<file path="config.mk">
export PLATFORM = sky130hd
export DESIGN_NAME = qlock_mgr
export DESIGN_NICKNAME = d
export VERILOG_FILES = /design/src/rtl/qlock_pkg.sv /design/src/rtl/qlock_arb.sv /design/src/rtl/qlock_slots.sv /design/src/rtl/qlock_req_fsm.sv /design/src/rtl/qlock_mgr.sv
export SDC_FILE = /design/constraint.sdc
export NUM_CORES = 1
export LEC_CHECK = 0
export BUFFER_PORTS_ARGS = -buffer_cell sky130_fd_sc_hd__buf_2
export CORE_UTILIZATION = 48
export DETAILED_ROUTE_END_ITERATION = 6
export PLACE_DENSITY = 0.72
export REMOVE_ABC_BUFFERS = 1
export SYNTH_ARGS = -nofsm -noshare
export SYNTH_HDL_FRONTEND = slang
export SYNTH_HIERARCHICAL = 1
export SYNTH_SLANG_ARGS = --single-unit
</file>
<file path="constraint.sdc">
create_clock -name clk -period 4 [get_ports clk]
set_input_delay 0.8 -clock clk [delete_from_list [all_inputs] [get_ports clk]]
set_output_delay 0.8 -clock clk [all_outputs]
set_load 0.005 [all_outputs]
</file>
<file path="src/rtl/qlock_pkg.sv">
package qlock_pkg;
    typedef enum logic [1:0] {
        RQ_IDLE   = 2'd0,
        RQ_QUEUED = 2'd1,
        RQ_OWNER  = 2'd2
    } rq_state_e;
endpackage

</file>
<file path="src/rtl/qlock_arb.sv">
module qlock_arb #(
    parameter int N = 6
) (
    input  logic [N-1:0] req,
    output logic [N-1:0] win
);
    // lowest index has priority
    always_comb begin
        logic found;
        found = 1'b0;
        win   = '0;
        for (int i = 0; i < N; i++) begin
            if (req[i] && !found) begin
                win[i] = 1'b1;
                found  = 1'b1;
            end
        end
    end

    always_comb begin
        AST_ARB_ONE_WIN: assert ($onehot0(win));
    end
endmodule

</file>
<file path="src/rtl/qlock_slots.sv">
module qlock_slots #(
    parameter int N_SLOT = 4,
    localparam int TW = (N_SLOT > 1) ? $clog2(N_SLOT) : 1
) (
    input  logic              clk,
    input  logic              rst_n,
    input  logic              take,
    input  logic              rel,
    input  logic [TW-1:0]     rel_slot,
    output logic [TW-1:0]     tail,
    output logic [N_SLOT-1:0] flags
);
    logic [TW-1:0] next_slot;

    assign next_slot = rel_slot + TW'(1);

    always_ff @(posedge clk) begin
        if (!rst_n) begin
            tail <= '0;
        end else if (take) begin
            tail <= tail + TW'(1);
        end
    end

    // release: own slot back to wait first, then next slot to owner
    always_ff @(posedge clk) begin
        if (!rst_n) begin
            flags <= N_SLOT'(1);
        end else if (rel) begin
            for (int i = 0; i < N_SLOT; i++) begin
                if (TW'(i) == rel_slot)  flags[i] <= 1'b0;
                if (TW'(i) == next_slot) flags[i] <= 1'b1;
            end
        end
    end

    AST_ONE_OWNER_SLOT: assert property (@(posedge clk) disable iff (!rst_n)
        $onehot(flags));
    AST_TAIL_STEP: assert property (@(posedge clk) disable iff (!rst_n)
        take |=> tail == $past(tail) + TW'(1));
    AST_TAIL_HOLD: assert property (@(posedge clk) disable iff (!rst_n)
        !take |=> $stable(tail));
    AST_PASS_ON: assert property (@(posedge clk) disable iff (!rst_n)
        rel |=> flags[$past(next_slot)]);
endmodule

</file>
<file path="src/rtl/qlock_req_fsm.sv">
module qlock_req_fsm
    import qlock_pkg::*;
#(
    parameter int N_SLOT = 4,
    localparam int TW = (N_SLOT > 1) ? $clog2(N_SLOT) : 1
) (
    input  logic              clk,
    input  logic              rst_n,
    input  logic              enter_req,
    input  logic              exit_req,
    input  logic              win,
    input  logic [TW-1:0]     tail,
    input  logic [N_SLOT-1:0] flags,
    output rq_state_e         state,
    output logic [TW-1:0]     ticket,
    output logic              cand,
    output logic              rel,
    output logic              bad_exit
);
    rq_state_e state_nx;
    logic      my_flag;

    assign my_flag = flags[ticket];

    // transitions
    always_comb begin
        state_nx = state;
        unique case (state)
            RQ_IDLE:   if (win)      state_nx = RQ_QUEUED; // ENTER
            RQ_QUEUED: if (my_flag)  state_nx = RQ_OWNER;  // TAKE
            RQ_OWNER:  if (exit_req) state_nx = RQ_IDLE;   // LEAVE
            default:                 state_nx = RQ_IDLE;
        endcase
    end

    // state register
    always_ff @(posedge clk) begin
        if (!rst_n) begin
            state  <= RQ_IDLE;
            ticket <= '0;
        end else begin
            state <= state_nx;
            if (state == RQ_IDLE && win) ticket <= tail;
        end
    end

    // outputs
    always_comb begin
        cand     = 1'b0;
        rel      = 1'b0;
        bad_exit = 1'b0;
        unique case (state)
            RQ_IDLE: begin
                cand     = enter_req;
                bad_exit = exit_req;
            end
            RQ_QUEUED: bad_exit = exit_req;
            RQ_OWNER:  rel      = exit_req;
            default:   bad_exit = exit_req;
        endcase
    end

    AST_WIN_ONLY_IDLE: assert property (@(posedge clk) disable iff (!rst_n)
        win |-> state == RQ_IDLE && enter_req);
    AST_TICKET_KEPT: assert property (@(posedge clk) disable iff (!rst_n)
        state != RQ_IDLE |=> $stable(ticket));
    AST_OWNER_HAS_FLAG: assert property (@(posedge clk) disable iff (!rst_n)
        state == RQ_OWNER |-> my_flag);
    AST_TAKE_ON_FLAG: assert property (@(posedge clk) disable iff (!rst_n)
        (state == RQ_QUEUED && my_flag) |=> state == RQ_OWNER);
endmodule

</file>
<file path="src/rtl/qlock_mgr.sv">
module qlock_mgr
    import qlock_pkg::*;
#(
    parameter int N_REQ  = 6,
    parameter int N_SLOT = 4,
    localparam int TW = (N_SLOT > 1) ? $clog2(N_SLOT) : 1,
    localparam int CW = $clog2(N_REQ + 1)
) (
    input  logic              clk,
    input  logic              rst_n,
    input  logic [N_REQ-1:0]  enter_req,
    input  logic [N_REQ-1:0]  exit_req,
    output logic [N_REQ-1:0]  grant,
    output logic [N_REQ*TW-1:0] ticket,
    output logic              overflow_err,
    output logic              proto_err
);
    rq_state_e       st      [N_REQ];
    logic [TW-1:0]   tk      [N_REQ];
    logic [N_REQ-1:0] cand, rel_v, bad_v, win, busy;
    logic [TW-1:0]   tail;
    logic [N_SLOT-1:0] flags;
    logic [TW-1:0]   rel_slot;
    logic [CW-1:0]   outstanding;
    logic            room, take, rel;

    always_comb begin
        outstanding = '0;
        for (int i = 0; i < N_REQ; i++) outstanding = outstanding + CW'(busy[i]);
    end

    assign room = (outstanding < CW'(N_SLOT));
    assign take = |win;
    assign rel  = |rel_v;

    always_comb begin
        rel_slot = '0;
        for (int i = 0; i < N_REQ; i++) begin
            if (rel_v[i]) rel_slot = rel_slot | tk[i];
        end
    end

    qlock_arb #(.N(N_REQ)) u_arb (
        .req (cand & {N_REQ{room}}),
        .win (win)
    );

    qlock_slots #(.N_SLOT(N_SLOT)) u_slots (
        .clk      (clk),
        .rst_n    (rst_n),
        .take     (take),
        .rel      (rel),
        .rel_slot (rel_slot),
        .tail     (tail),
        .flags    (flags)
    );

    for (genvar g = 0; g < N_REQ; g++) begin : g_req
        qlock_req_fsm #(.N_SLOT(N_SLOT)) u_fsm (
            .clk       (clk),
            .rst_n     (rst_n),
            .enter_req (enter_req[g]),
            .exit_req  (exit_req[g]),
            .win       (win[g]),
            .tail      (tail),
            .flags     (flags),
            .state     (st[g]),
            .ticket    (tk[g]),
            .cand      (cand[g]),
            .rel       (rel_v[g]),
            .bad_exit  (bad_v[g])
        );
        assign busy[g]  = (st[g] != RQ_IDLE);
        assign grant[g] = (st[g] == RQ_OWNER);
        assign ticket[g*TW +: TW] = tk[g];
    end

    always_ff @(posedge clk) begin
        if (!rst_n) begin
            overflow_err <= 1'b0;
            proto_err    <= 1'b0;
        end else begin
            overflow_err <= (|cand) && !room;
            proto_err    <= |bad_v;
        end
    end

    AST_MUTEX: assert property (@(posedge clk) disable iff (!rst_n)
        $onehot0(grant));
    AST_NO_OVERFLOW: assert property (@(posedge clk) disable iff (!rst_n)
        outstanding <= CW'(N_SLOT));
    AST_FULL_REFUSE: assert property (@(posedge clk) disable iff (!rst_n)
        !room |-> !take);
    AST_BAD_EXIT_NO_EFFECT: assert property (@(posedge clk) disable iff (!rst_n)
        (|bad_v && !rel) |=> $stable(flags));
    AST_SINGLE_RELEASE: assert property (@(posedge clk) disable iff (!rst_n)
        $onehot0(rel_v));
endmodule

</file>
==> out/results.ini <==
[worst_setup_path]
critPathArrivalTime_ps=3880
worst_ep_required_time_ps=4180
crit_path_start_kind=flip-flop
critical_path_class=flip-flop to flip-flop
r2r_start=g_req[0].u_fsm/state[0]
worstRegToRegCells=12
r2r_setup_slack_ps=310
endpoint_kind=flip-flop
setup.worst_path.start=g_req[0].u_fsm/state[0]
crit_end=g_req[2].u_fsm/ticket[1]
r2r-end=g_req[2].u_fsm/ticket[1]
path_max_fanout=9

[floorplanning]
rows=24
core_sq_um=4354
pin_count=34
initial_core_util_pct=50.23
die_width_um=69.50
fp.dieH_um=69.50
dieArea_sq_um=4830

[clock_tree]
numCtsBuffers=5
cts_setup_buffers=0
cts_root_buf=clkbuf_8
clk_latency_ps=290
max-clock-path-buffers=2
numClockSinks=32
htreeDepth=2
cts_tree=done
cts.reportedPaths.clkPinSlew_ps=70

[yosys]
synth_adder_area_share_pct=5.835
synthDistinctLibCells=42
async_flop_share_pct=0
synth_edf_count=0
synth-xor-area-share_pct=0.4005
synth_common_cells=dfxtp_1, mux2i_1, nor2b_1
synth.area.mux_share_pct=13.27
synthSimpleGateAreaFrac_pct=30.49
yosys.area.top_type=dfxtp_1
netlist_top_cells_area=dfxtp_1, mux2i_1, nor2b_1
synth_top_family_by_area=simple AND/OR/NAND/NOR gates
yosysMostFrequentCell=dfxtp_1
synth-seq-cells=32
synth_area_sq_um=2187
synth_seq_area_share_pct=29.29
synth_ff_type=dfxtp_1
yosys_warnings=6
synth_compound_area_share_pct=17.79
synth_area_per_cell_sq_um=9.941
synth_cells=220
post-synth-top-area-fraction_pct=29.29

[grt]
grt_pass1_wl_um=8328
grt_max_degree=37
antenna_found_initial=0
grt_pass1_vias=1701
grtUsageTotal_pct=21.67
grt.overflow.total=0

[final_layout]
drive_above_1_share_pct=26.54
area_growth_pct=15.85
multi_input_area_sq_um=1484
layout.nets=282
num_antenna_cells=0
register_area_sq_um=640.6
fillers=389

[detailed_routing]
ant_nets=0
num_vias=1786
drc=0
routedWlPerCell_um=16.20
drtIter0Drc=107
firstDrtPassIters=4
routed_via_density=5.724
routed_wirelength_um=5053

[sta]
worst_clock_skew_ps=6.593
hold_viol=0
max_freq_mhz=270.7
slew_headroom_pct=62.04
finalSetupViolCount=0
rsz0062_at_grt=false
drv_slew=0
finalSetupTns_ps=0
finalCriticalPeriod_ps=3693
worst_slew_pin_slew_ps=569.4
post-route-period-util_pct=92.34

[power]
combPwrFrac_pct=37.0
ir_worst_vdd_v=0.0001798
p_leak_nw=1.136
p_total_mw=1.385
cellPowerDensity_nw_per_um2=546.5
p_int_uw=861.0
clockPowerShare_pct=24.8
p_seq_share_pct=38.2
p_switching_uw=523.7
netSwitchingFraction_pct=37.82

[placement]
gp_congestion=0.8494
port_buffers=33
hpwl_um=3769

[status]
status=completed

[run]
drv_cap=0

[hold_path]
worstHoldPathType=flip-flop to flip-flop

kinds of logic (layout without fill, tap and decap cells):
| kind of cell | Yosys count | count (layout) |
|---|---|---|
| adder cells (fa/ha/maj) | 9 | 9 |
| flip-flops | 32 | 32 |
| XOR/XNOR | 1 | 1 |
| buffers and inverters | 14 | 54 |
| multiplexers | 26 | 26 |
| AO/OA/AOI/OAI | 42 | 42 |
| AND/OR/NAND/NOR | 96 | 96 |
cell type report:
class / instances / share of cell area, %
Multi-Input combinational cell: 174 / 58.57
Sequential cell: 32 / 25.28
Timing Repair Buffer: 34 / 6.815
Clock buffer: 7 / 3.802
Tap cell: 52 / 2.568
Inverter: 12 / 1.778
Clock inverter: 1 / 1.185
placed cells by master, fill, tap and decap left out, drive strengths merged, types with 2 or more instances in the layout:
master / n
nor3: 6
a311oi: 6
nand2: 9
nor2b: 20
nor4: 3
nand3: 2
buf: 34
or4: 2
or2: 4
a21boi: 6
a22oi: 6
and2: 8
nor2: 5
o21ai: 6
clkbuf: 7
and3: 8
mux2: 6
mux2i: 20
fa: 2
a31o: 2
inv: 12
a41oi: 6
ha: 7
and2b: 6
dfxtp: 32
nor3b: 13
a21bo: 6
and4bb: 6
worst max-delay path, stage by stage, from the launching register on:
cell	delay, ps
dfxtp_1	390
or2_2	330
fa_1	530
inv_1	50
fa_1	410
inv_1	70
ha_1	230
a31oi_2	320
and2_1	240
nor3b_1	400
nor3b_2	340
mux2i_1	210
nor2b_1	60
metal layers:
layer  vias to the layer above  part of all wire [%]  GRT usage, %
met4                         0                   1.5         6.349
met2                        36                    47         35.28
li1                        892                     -             -
met5                         -                     0             0
met1                       851                    47         29.23
met3                         7                   4.9         3.924
state kept, by name, summed over array words and instances, names as in the netlist:
name	count
u_slots/tail	2
proto_err	1
g_req.u_fsm/ticket	12
u_slots/flags	4
g_req.u_fsm/state	12
overflow_err	1
worst min-delay path by stage:
stage                             start                 endpoint  slack [ps]  cells after the start
2_1_floorplan          u_slots/flags[2]         u_slots/flags[2]         500                      2
3_3_place_gp   g_req[1].u_fsm/ticket[1]  g_req[1].u_fsm/state[0]         580                      1
3_5_place_dp   g_req[3].u_fsm/ticket[1]  g_req[3].u_fsm/state[0]         590                      1
4_1_cts        g_req[5].u_fsm/ticket[1]  g_req[5].u_fsm/state[0]         600                      1
5_1_grt        g_req[5].u_fsm/ticket[1]  g_req[5].u_fsm/state[0]         620                      1
6_report       g_req[5].u_fsm/ticket[1]  g_req[5].u_fsm/state[0]         600                      1
power by group through the flow:
stage          clock (mW)  combinational (mW)  sequential, mW
3_5_place_dp            0               0.513           0.533
4_1_cts             0.349               0.517           0.526
3_3_place_gp            0               0.505           0.531
6_report            0.343               0.512           0.529
2_1_floorplan           0               0.395           0.491
5_1_grt             0.363               0.580           0.544
metrics by stage:
step           util [%]  instance area, sq um  instances  hold slack (ps)  setup slack (ps)
2_1_floorplan         -                  2168        218            497.2             602.0
3_3_place_gp      55.26                  2406        304            584.1             425.1
3_5_place_dp      55.26                  2406        304            586.3             274.9
4_1_cts           58.16                  2532        312            597.3             270.0
5_1_grt           58.19                  2534        312            621.1             72.61
6_report          58.19                  2534        312            599.7             306.5
repair_timing:
item	4_1_cts	5_1_grt
resized for setup	0	1
setup endpoints to repair	0	1
hold buffers	0	0
Power figures use the tool's default switching activity.
